**src/rtl/hpg_pkg.sv**
```systemverilog
package hpg_pkg;
    typedef enum logic [1:0] {
        ST_RUN   = 2'd0,
        ST_DRAIN = 2'd1,
        ST_HALT  = 2'd2
    } gate_st_t;

    localparam logic [1:0] A_CMD  = 2'd0;
    localparam logic [1:0] A_MODE = 2'd1;
    localparam logic [1:0] A_GDIR = 2'd2;
    localparam logic [1:0] A_BCTL = 2'd3;

    localparam int B_IO  = 0;
    localparam int B_MEM = 1;
    localparam int B_MST = 2;
endpackage

```
**src/rtl/hpg_sync.sv**
```systemverilog
module hpg_sync #(
    parameter int STAGES = 2
) (
    input  logic clk,
    input  logic rst_n,
    input  logic d_in,
    output logic d_out
);
    logic [STAGES-1:0] chain;

    generate
        for (genvar g = 0; g < STAGES; g++) begin : g_stage
            if (g == 0) begin : g_first
                always_ff @(posedge clk or negedge rst_n) begin
                    if (!rst_n) chain[0] <= 1'b0;
                    else        chain[0] <= d_in;
                end
            end else begin : g_next
                always_ff @(posedge clk or negedge rst_n) begin
                    if (!rst_n) chain[g] <= 1'b0;
                    else        chain[g] <= chain[g-1];
                end
            end
        end
    endgenerate

    assign d_out = chain[STAGES-1];
endmodule

```
**src/rtl/hpg_regs.sv**
```systemverilog
module hpg_regs
    import hpg_pkg::*;
#(
    parameter int DW = 8,
    parameter int AW = 2
) (
    input  logic          clk,
    input  logic          rst_n,
    input  logic          we,
    input  logic [AW-1:0] addr,
    input  logic [DW-1:0] wdata,
    output logic [DW-1:0] rdata,
    output logic [2:0]    cmd,
    output logic          live_mode,
    output logic          gpio_oe,
    output logic          sec_rst
);
    localparam int CMDW = 3;

    always_ff @(posedge clk or negedge rst_n) begin
        if (!rst_n) begin
            cmd       <= '0;
            live_mode <= 1'b0;
            gpio_oe   <= 1'b0;
            sec_rst   <= 1'b0;
        end else if (we) begin
            unique case (addr)
                A_CMD:   cmd       <= wdata[CMDW-1:0];
                A_MODE:  live_mode <= wdata[0];
                A_GDIR:  gpio_oe   <= wdata[0];
                A_BCTL:  sec_rst   <= wdata[0];
                default: ;
            endcase
        end
    end

    always_comb begin
        rdata = '0;
        unique case (addr)
            A_CMD:   rdata[CMDW-1:0] = cmd;
            A_MODE:  rdata[0]        = live_mode;
            A_GDIR:  rdata[0]        = gpio_oe;
            A_BCTL:  rdata[0]        = sec_rst;
            default: rdata           = '0;
        endcase
    end
endmodule

```
**src/rtl/hpg_fsm.sv**
```systemverilog
module hpg_fsm
    import hpg_pkg::*;
(
    input  logic       clk,
    input  logic       rst_n,
    input  logic       mask_req,
    input  logic       q_empty,
    input  logic [2:0] cmd,
    output logic       eff_io_en,
    output logic       eff_mem_en,
    output logic       eff_mst_en,
    output logic       dc_ret_en,
    output logic       q_issue_en,
    output logic       halted
);
    gate_st_t state, nxt;

    always_ff @(posedge clk or negedge rst_n) begin
        if (!rst_n) state <= ST_RUN;
        else        state <= nxt;
    end

    always_comb begin
        nxt = state;
        unique case (state)
            ST_RUN:   if (mask_req) nxt = q_empty ? ST_HALT : ST_DRAIN;
            ST_DRAIN: if (!mask_req) nxt = ST_RUN;
                      else if (q_empty) nxt = ST_HALT;
            ST_HALT:  if (!mask_req) nxt = ST_RUN;
                      else if (!q_empty) nxt = ST_DRAIN;
            default:  nxt = ST_RUN;
        endcase
    end

    always_comb begin
        eff_io_en  = 1'b0;
        eff_mem_en = 1'b0;
        eff_mst_en = 1'b0;
        dc_ret_en  = 1'b0;
        halted     = 1'b0;
        q_issue_en = cmd[B_MST];
        unique case (state)
            ST_RUN: begin
                eff_io_en  = cmd[B_IO];
                eff_mem_en = cmd[B_MEM];
                eff_mst_en = cmd[B_MST];
                dc_ret_en  = 1'b1;
            end
            ST_DRAIN: ;
            ST_HALT:  halted = 1'b1;
            default:  ;
        endcase
    end
endmodule

```
**src/rtl/hotplug_gate.sv**
```systemverilog
module hotplug_gate
    import hpg_pkg::*;
#(
    parameter int CW = 4
) (
    input  logic          clk,
    input  logic          rst_n,
    input  logic          cfg_we,
    input  logic [1:0]    cfg_addr,
    input  logic [7:0]    cfg_wdata,
    output logic [7:0]    cfg_rdata,
    input  logic          ins_gpio,
    input  logic [CW-1:0] pw_cnt,
    input  logic [CW-1:0] dr_cnt,
    output logic          eff_io_en,
    output logic          eff_mem_en,
    output logic          eff_mst_en,
    output logic          dc_ret_en,
    output logic          q_issue_en,
    output logic          halted,
    output logic          sec_rst_n
);
    localparam int SYNC_STAGES = 2;

    logic [2:0] cmd;
    logic       live_mode, gpio_oe, sec_rst, gpio_s;
    logic       mask_req, q_empty;

    hpg_regs #(.DW(8), .AW(2)) u_regs (
        .clk(clk), .rst_n(rst_n), .we(cfg_we), .addr(cfg_addr),
        .wdata(cfg_wdata), .rdata(cfg_rdata), .cmd(cmd),
        .live_mode(live_mode), .gpio_oe(gpio_oe), .sec_rst(sec_rst)
    );

    hpg_sync #(.STAGES(SYNC_STAGES)) u_sync (
        .clk(clk), .rst_n(rst_n), .d_in(ins_gpio), .d_out(gpio_s)
    );

    assign mask_req = live_mode & ~gpio_oe & gpio_s;
    assign q_empty  = (pw_cnt == '0) && (dr_cnt == '0);

    hpg_fsm u_fsm (
        .clk(clk), .rst_n(rst_n), .mask_req(mask_req), .q_empty(q_empty),
        .cmd(cmd), .eff_io_en(eff_io_en), .eff_mem_en(eff_mem_en),
        .eff_mst_en(eff_mst_en), .dc_ret_en(dc_ret_en),
        .q_issue_en(q_issue_en), .halted(halted)
    );

    assign sec_rst_n = ~sec_rst;
endmodule

```
**config.mk**
```make
export PLATFORM = sky130hd
export DESIGN_NAME = hotplug_gate
export DESIGN_NICKNAME = d
export VERILOG_FILES = /design/src/rtl/hpg_pkg.sv /design/src/rtl/hpg_sync.sv /design/src/rtl/hpg_regs.sv /design/src/rtl/hpg_fsm.sv /design/src/rtl/hotplug_gate.sv
export SDC_FILE = /design/constraint.sdc
export NUM_CORES = 1
export LEC_CHECK = 0
export CORE_MARGIN = 2
export CORE_UTILIZATION = 33
export CTS_CLUSTER_SIZE = 10
export DETAILED_ROUTE_END_ITERATION = 8
export PLACE_DENSITY = 0.81
export SYNTH_ARGS = -nofsm -noshare
export SYNTH_HDL_FRONTEND = slang
export SYNTH_SLANG_ARGS = --single-unit
```
**constraint.sdc**
```tcl
create_clock -name clk -period 1.15 [get_ports clk]
set_input_delay 0.115 -clock clk [delete_from_list [all_inputs] [get_ports clk]]
set_output_delay 0.115 -clock clk [all_outputs]
set_load 0.05 [all_outputs]
```
==> results of run 1 <==
sequential cells by signal (all words and copies together), names as in the netlist:
| name | flops |
|---|---|
| u_regs.cmd | 3 |
| u_fsm.state | 2 |
| u_regs.gpio_oe | 1 |
| u_regs.live_mode | 1 |
| u_regs.sec_rst | 1 |
| u_sync.chain | 1 |
| u_sync.d_out | 1 |
Yosys cell counts, drive strengths merged:
cell type	number
a21oi	1
and2	5
buf	5
conb	1
dfrtp	10
inv	1
mux2	6
mux4	1
nand2	5
nand3	1
nand4b	1
nor2	5
nor2b	1
nor4	2
cell type report:
cell class | instances | area share (%)
Tap cell | 16 | 2.05
Multi-Input combinational cell | 33 | 27.1
Sequential cell | 10 | 25.8
Clock buffer | 3 | 2.31
Timing Repair Buffer | 33 | 42.4
Inverter | 1 | 0.385
worst paths after layout:
kind | startpoint | endpoint | slack [ns]
setup / recovery | u_regs.cmd[0] | cfg_rdata[0] | -0.26
hold / removal | rst_n | u_sync.chain[0] | 0.17
setup reg to reg | u_fsm.state[0] | u_fsm.state[0] | 0.21
hold reg to reg | u_sync.chain[0] | u_sync.d_out | 0.36
max in group asynchronous | rst_n | u_regs.cmd[2] | 0.65
min in group clk | ins_gpio | u_sync.chain[0] | 0.29
metal layers:
layer	wire (um)	track usage, %
met3	67	5.83
met5	0	0
met2	658	27.2
met1	385	13.2
met4	12	3.64
cell families (layout without fill, tap and decap cells):
logic type | count (synthesis) | in the layout | synth area share, %
other cells | 1 | 5 | 0.735
mux | 7 | 7 | 19.9
flops | 10 | 10 | 49.0
buf+inv | 6 | 37 | 8.09
simple gates | 20 | 20 | 21.3
compound gates | 1 | 1 | 0.979
power by group through the flow:
stage / sequential (uW) / combinational (uW) / clock (uW)
after floorplan: 455 / 335 / 0
after CTS: 436 / 718 / 241
after global routing: 445 / 761 / 255
after detailed placement: 446 / 666 / 0
after global placement: 443 / 660 / 0
final: 437 / 727 / 229
what timing repair did:
action	in CTS	in global routing
pin swaps	2	1
buffers inserted	2	2
resized for setup	10	5
hold endpoints to repair	0	0
setup endpoints to repair	6	9
worst register-to-register path: stages, from the launching register on:
cell,delay [ns]
dfrtp_1,0.42
buf_6,0.14
nand2_1,0.06
nand4b_1,0.12
a21oi_1,0.13
through the flow:
step	cells	setup TNS [ns]	hold slack, ns	utilization [%]	area (sq um)
2_1_floorplan	49	-0.129	-0.181	-	539
3_3_place_gp	89	-1.64	0.333	60.6	892
3_5_place_dp	89	-1.78	0.347	60.6	892
4_1_cts	94	-0.676	0.174	64.5	950
5_1_grt	96	-0.899	0.197	66.2	975
6_report	96	-0.642	0.170	66.2	975
==> flow_summary.json, run 1 <==
{
  "viasPerCell": 4.66,
  "final_cell_mix": "clkdlybuf4s50_1 (14), buf_12 (9), dfrtp_1 (9)",
  "hold_path.class": "primary input to async pin",
  "pwr-share-comb_pct": 52.2,
  "htreeDepth": 1,
  "grt_pass1_wl_mm": 1.86,
  "status": "finished with violations",
  "route.detailed.drc": 0,
  "leakagePower_uw": 0.000442,
  "nets": 104,
  "fillerInstances": 111,
  "antenna_found_initial": 0,
  "firstDrtPassIters": 2,
  "synth.top_cell.area_share_pct": 49.0,
  "syn_area_sq_um": 510,
  "die_y_um": 43.3,
  "drive_above_1_share_pct": 47.5,
  "synth_area_leader_cell": "dfrtp_1",
  "ys_ff_latch": 10,
  "area_growth_pct": 90.9,
  "grt_pass1_vias": 427,
  "grt_overflow": 0,
  "synth_seq_area_share_pct": 49.0,
  "finalSetupViolations": 6,
  "hold_buffers": 0,
  "crit_path_start_kind": "flip-flop",
  "peakVddDrop_mv": 0.850,
  "path_depth": 2,
  "arrival_ns": 1.29,
  "violations": "negative setup slack",
  "cts_sinks": 10,
  "path_delay_family": "multiplexers",
  "critPathKind": "flip-flop to primary output",
  "powerDensity_nw_per_um2": 1430,
  "p_seq_share_pct": 31.4,
  "synth.avg_cell_area_sq_um": 11.3,
  "globalplace.congestion": 0.770,
  "crit_path_max_fanout": 3,
  "dp_slack_ns": -0.295,
  "fp.dieArea_sq_um": 1880,
  "row_count": 14,
  "ant_nets": 0,
  "drt_iter0_markers": 3,
  "core_sq_um": 1470,
  "pwr-share-clk_pct": 16.4,
  "initial_utilization_pct": 34.7,
  "wl_per_cell_um": 11.7,
  "die_width_um": 43.3,
  "hpwl_um": 888,
  "insertion_delay_ns": 0.26,
  "hold_viol_final": 0,
  "sw_frac_of_total_pct": 35.5,
  "fin_ws_ns": -0.257,
  "insertedDiodeCount": 0,
  "synth_cell_types": 18,
  "clockBufferDepth": 2,
  "mostFrequentLayoutCell": "clkdlybuf4s50_1",
  "clkTransAtPathRegs_ns": 0.06,
  "crit_chain": "mux4_2, buf_6",
  "ff_latch_area_sq_um": 251,
  "cts_inserted_buffers": 3,
  "port-buffer-count": 26,
  "post-route-period-util_pct": 122,
  "track_usage_pct": 14.0,
  "maxCapViolCount": 0,
  "slowest_delay_ns": 0.47,
  "rr_worst_depth": 4,
  "cp_slowest_cell": "mux4_2",
  "cts_tree": "yes",
  "synth.top_cells.by_area": "dfrtp_1 (49%), mux2_4 (8.8%), buf_4 (7.4%)",
  "rsz0062_at_grt": "yes",
  "p_int_uw": 898,
  "critPathCaptureType": "primary output",
  "finalWirelength_mm": 1.12,
  "vias": 447,
  "fin_skew_ns": 0.000673,
  "multi_input_area_sq_um": 264,
  "grt_start_max_net_pins": 11,
  "fmax_mhz": 711,
  "cp_data_required_time_ns": 1.03,
  "yosysWarnings": 0,
  "synthCells": 45,
  "crit_buf_inv": 1,
  "cts_root_buffer": "clkbuf_4",
  "period_minus_slack_ns": 1.41,
  "finalMaxSlewViolations": 0,
  "finalPower_uw": 1390,
  "pin_count": 37,
  "power.net_switching_uw": 495
}
Note: power is estimated with default switching activity, not from simulation.
==> run 2: changes to the inputs <==
--- a/config.mk
+++ b/config.mk
@@ -5,11 +5,15 @@
 export SDC_FILE = /design/constraint.sdc
 export NUM_CORES = 1
 export LEC_CHECK = 0
+export CELL_PAD_IN_SITES_DETAIL_PLACEMENT = 0
+export CELL_PAD_IN_SITES_GLOBAL_PLACEMENT = 1
+export CORE_ASPECT_RATIO = 0.8
 export CORE_MARGIN = 2
-export CORE_UTILIZATION = 33
+export CORE_UTILIZATION = 23
 export CTS_CLUSTER_SIZE = 10
 export DETAILED_ROUTE_END_ITERATION = 8
-export PLACE_DENSITY = 0.81
+export PLACE_DENSITY = 0.79
+export SETUP_SLACK_MARGIN = 0.02
 export SYNTH_ARGS = -nofsm -noshare
 export SYNTH_HDL_FRONTEND = slang
 export SYNTH_SLANG_ARGS = --single-unit
==> run 2 against run 1 <==
The run still ends with negative setup slack left. Critical path depth unchanged. Wire length is 5.5% lower. Setup slack gained 0.0048 ns. Worst hold slack lost 0.012 ns. Sequential power about the same. Largest cell class unchanged.
==> flow_summary.json, run 2 (same netlist as run 1, synthesis figures left out) <==
{
  "globalplace.congestion": 0.708,
  "cts_inserted_buffers": 3,
  "largestRegisters": "u_regs.cmd: 3 flops, u_fsm.state: 2 flops",
  "peakVddDrop_mv": 0.993,
  "cp_slowest_cell": "mux4_2",
  "ant_nets": 0,
  "fin_skew_ns": 0.00101,
  "p_seq_share_pct": 29.7,
  "cts_root_buffer": "clkbuf_4",
  "grt_start_max_net_pins": 11,
  "setup_tns_ns": -0.562,
  "stdcell_count": 107,
  "vias": 436,
  "core_sq_um": 2120,
  "powerDensity_nw_per_um2": 1470,
  "period_minus_slack_ns": 1.40,
  "wl_per_cell_um": 9.92,
  "initial_utilization_pct": 24.1,
  "route.detailed.drc": 0,
  "fillerInstances": 196,
  "status": "finished with violations",
  "viasPerCell": 4.07,
  "critPathKind": "flip-flop to primary output",
  "maxCapViolCount": 0,
  "clockBufferDepth": 2,
  "timing.rr.end": "u_fsm.state[0]",
  "power.net_switching_uw": 497,
  "arrival_ns": 1.29,
  "insertedDiodeCount": 0,
  "track_usage_pct": 9.16,
  "finalSetupViolations": 6,
  "grt_overflow": 0,
  "cp_data_required_time_ns": 1.03,
  "rrSetupSlack_ns": 0.18,
  "final_cell_mix": "clkdlybuf4s50_1 (14), buf_12 (9), dfrtp_1 (9)",
  "drive_above_1_share_pct": 48.8,
  "hold_path.class": "primary input to async pin",
  "largest_reg_flops": 3,
  "dp_slack_ns": -0.281,
  "fin_ws_ns": -0.252,
  "sw_frac_of_total_pct": 33.8,
  "hold_buffers": 0,
  "finalWirelength_mm": 1.06,
  "rsz0062_at_grt": "yes",
  "drt_iter0_markers": 2,
  "crit_chain": "mux4_2, buf_6",
  "violations": "negative setup slack",
  "die_width_um": 56.7,
  "cts_tree": "yes",
  "area_growth_pct": 96.3,
  "row_count": 15,
  "largest_register": "u_regs.cmd",
  "slowest_delay_ns": 0.47,
  "rr_worst_depth": 4,
  "pwr-share-comb_pct": 49.5,
  "leakagePower_uw": 0.000451,
  "pwr-share-clk_pct": 20.7,
  "crit_path_start_kind": "flip-flop",
  "htreeDepth": 1,
  "post-route-period-util_pct": 122,
  "hpwl_um": 869,
  "cts_sinks": 10,
  "hold_viol_final": 0,
  "fp.dieArea_sq_um": 2610,
  "dp_cells": 99,
  "insertion_delay_ns": 0.26,
  "nets": 105,
  "antenna_found_initial": 0,
  "mostFrequentLayoutCell": "clkdlybuf4s50_1",
  "fmax_mhz": 713,
  "crit_path_max_fanout": 3,
  "pin_count": 37,
  "firstDrtPassIters": 2,
  "finalMaxSlewViolations": 0,
  "clkTransAtPathRegs_ns": 0.06,
  "p_int_uw": 972,
  "grt_pass1_wl_mm": 1.74,
  "port-buffer-count": 26,
  "r2r_start": "u_fsm.state[0]",
  "grt_pass1_vias": 426,
  "die_y_um": 46.1,
  "critPathCaptureType": "primary output"
}
## run 2: worst max-delay path by stage
stage,start,endpoint,slack [ns],depth (start not counted)
floorplan,u_fsm.state[1],eff_io_en,-0.04,2
global placement,cfg_addr[0],cfg_rdata[0],-0.27,3
detailed placement,cfg_addr[0],cfg_rdata[0],-0.28,3
CTS,u_regs.cmd[0],cfg_rdata[0],-0.27,2
global route,u_regs.cmd[0],cfg_rdata[0],-0.30,2
finish,u_regs.cmd[0],cfg_rdata[0],-0.25,2
## run 2: metrics by stage
step / instance area (sq um) / hold slack [ns] / power [uW] / util (%)
final: 1000 / 0.158 / 1470 / 47.3
after detailed placement: 912 / 0.340 / 1120 / 43.0
after global routing: 1000 / 0.190 / 1540 / 47.3
after CTS: 982 / 0.169 / 1480 / 46.3
after floorplan: 541 / -0.181 / 792 / -
after global placement: 912 / 0.334 / 1120 / 43.0
## run 2: per-layer routing
metal | share of wire (%) | vias up | GRT usage (%)
li1 | - | 217 | -
met1 | 37 | 206 | 9.45
met2 | 56 | 13 | 16.7
met3 | 7.4 | 0 | 5.34
met4 | 0 | 0 | 1.43
met5 | 0 | - | 0
## run 2: repair_timing
action / CTS / global route
setup endpoints to repair: 8 / 8
buffers inserted: 2 / 2
resized for setup: 10 / 2
pin swaps: 2 / 3
## run 2: cell type report
class                   instances  area, sq um  share of cell area (%)
well taps                      25         31.3                    3.12
flip-flops and latches         10          251                    25.1
repair buffers                 34          417                    41.6
multi-input cells              33          263                    26.2
clock buffers                   4         36.3                    3.62
inverters                       1         3.75                   0.375
## run 2: critical path: cells and delay by family (launching register included)
| kind | cells | cell delay (ns) |
|---|---|---|
| multiplexers | 1 | 0.47 |
| flip-flops | 1 | 0.40 |
| buffers and inverters | 1 | 0.17 |
## run 2: power by group through the flow
stage,Clock [uW],Sequential (uW),Combinational (uW)
after global routing,334,443,760
after global placement,0,444,672
after CTS,323,439,714
after detailed placement,0,445,677
final,304,437,727
after floorplan,0,457,335
==> run 3: changes to the inputs <==
--- a/config.mk
+++ b/config.mk
@@ -9,10 +9,10 @@
 export CELL_PAD_IN_SITES_GLOBAL_PLACEMENT = 1
 export CORE_ASPECT_RATIO = 0.8
 export CORE_MARGIN = 2
-export CORE_UTILIZATION = 23
+export CORE_UTILIZATION = 25
 export CTS_CLUSTER_SIZE = 10
 export DETAILED_ROUTE_END_ITERATION = 8
-export PLACE_DENSITY = 0.79
+export PLACE_DENSITY = 0.85
 export SETUP_SLACK_MARGIN = 0.02
 export SYNTH_ARGS = -nofsm -noshare
 export SYNTH_HDL_FRONTEND = slang
==> constraint.sdc (replaced) <==
create_clock -name clk -period 1.68 [get_ports clk]
set_input_delay 0.168 -clock clk [delete_from_list [all_inputs] [get_ports clk]]
set_output_delay 0.168 -clock clk [all_outputs]
set_load 0.05 [all_outputs]
==> run 3 against run 2 <==
The flow now finishes without violations. Final area is 15% lower. Via count shrank 9.2%. Non-clock buffer count shrank 7. Critical path depth is 1 higher.
==> flow_summary.json, run 3 (same netlist as run 1, synthesis figures left out) <==
{
  "status": "finished, final reports clean",
  "largest_reg_flops": 3,
  "hold-worst-slack_ns": 0.214,
  "arrival_ns": 1.37,
  "finalWirelength_um": 961,
  "hold_viol_final": 0,
  "peakVddDrop_mv": 0.580,
  "clockBufferDepth": 2,
  "largestRegisters": "u_regs.cmd: 3 flops, u_fsm.state: 2 flops",
  "firstDrtPassIters": 2,
  "core_sq_um": 1910,
  "initial_utilization_pct": 26.7,
  "vias": 396,
  "post-route-period-util_pct": 91.7,
  "finalSetupViolations": 0,
  "rsz0062_at_grt": "no",
  "maxCapViolCount": 0,
  "hold_path.class": "primary input to async pin",
  "setup_tns_ns": 0,
  "largest_register": "u_regs.cmd",
  "antenna_found_initial": 0,
  "fin_skew_ns": 0.00229,
  "grt_pass1_vias": 352,
  "htreeDepth": 1,
  "cp_data_required_time_ns": 1.51,
  "track_usage_pct": 9.17,
  "mostFrequentLayoutCell": "clkdlybuf4s50_1",
  "drive_above_1_share_pct": 35.1,
  "fillerInstances": 189,
  "grt_overflow": 0,
  "cts_resized": 0,
  "fmax_mhz": 649,
  "critPathCaptureType": "primary output",
  "route.detailed.drc": 0,
  "hpwl_um": 842,
  "finalMaxSlewViolations": 0,
  "grt_pass1_wl_mm": 1.44,
  "crit_path_start_kind": "primary input",
  "clkTransAtPathRegs_ns": 0.06,
  "die_width_um": 54.5,
  "nets": 98,
  "period_minus_slack_ns": 1.54,
  "insertedDiodeCount": 0,
  "powerDensity_nw_per_um2": 1000,
  "wl_per_cell_um": 9.81,
  "post_cts_buffers": 0,
  "insertion_delay_ns": 0.26,
  "cts_tree": "yes",
  "cts_sinks": 10,
  "cts_root_buffer": "clkbuf_4",
  "globalplace.congestion": 0.699,
  "critPathKind": "primary input to primary output",
  "port-buffer-count": 26,
  "pin_count": 37,
  "ant_nets": 0,
  "area_growth_pct": 66.2,
  "viasPerCell": 4.04,
  "hold_buffers": 0,
  "crit_path_max_fanout": 2,
  "final_cell_mix": "clkdlybuf4s50_1 (16), dfrtp_1 (10), buf_4 (6)",
  "cts_inserted_buffers": 3,
  "grt_start_max_net_pins": 11,
  "row_count": 14,
  "leakagePower_uw": 0.000378,
  "fp.dieArea_sq_um": 2420,
  "drt_iter0_markers": 2,
  "die_y_um": 44.4
}
-- run 3: cell types whose count changed in the layout (fill, tap and decap cells not counted), sizes merged --
cell and change:
clkbuf -1, dlygate4sd2 -2, clkdlybuf4s50 +2, buf -7
-- run 3: worst paths after layout --
path                                 start  slack [ns]  depth (start not counted)              end
min in group clk                  ins_gpio        0.34                          1  u_sync.chain[0]
max reg2reg                 u_fsm.state[0]        0.88                          3   u_fsm.state[0]
min                                  rst_n        0.21                          1  u_sync.chain[0]
min reg2reg                u_sync.chain[0]        0.35                          0     u_sync.d_out
max in group asynchronous            rst_n        1.17                          1   u_fsm.state[1]
max                            cfg_addr[0]        0.14                          3     cfg_rdata[0]
-- run 3: where the power goes --
part | switching [uW] | internal, uW
clock network | 71.7 | 82.2
logic | 217 | 182
registers | 23.0 | 274
-- run 3: final cells by class --
cell class	instances	area, sq um	area share [%]
well taps	24	30.0	3.54
multi-input cells	33	236	27.9
inverters	1	3.75	0.442
flip-flops and latches	10	250	29.5
clock buffers	3	22.5	2.65
repair buffers	27	305	36.0
-- run 3: through the flow --
stage                     util (%)  instance area (sq um)  power, uW  setup WS, ns  cells
after floorplan                  -                    528        535         0.140     49
after global placement        43.3                    826        700         0.120     95
after detailed placement      43.3                    826        706         0.124     95
after CTS                     44.4                    848        865         0.124     98
after global routing          44.4                    848        890        0.0952     98
final                         44.4                    848        850         0.140     98
-- run 3: metal layers --
metal	track usage (%)	share of wire [%]	vias up
li1	-	-	199
met1	9.89	40	177
met2	13.7	49	18
met3	6.08	10	2
met4	4.50	0.83	0
met5	0	0	-
-- run 3: critical path, cell delays in order --
cell and delay [ns]:
clkdlybuf4s50_1 0.50, mux4_2 0.50, buf_4 0.20
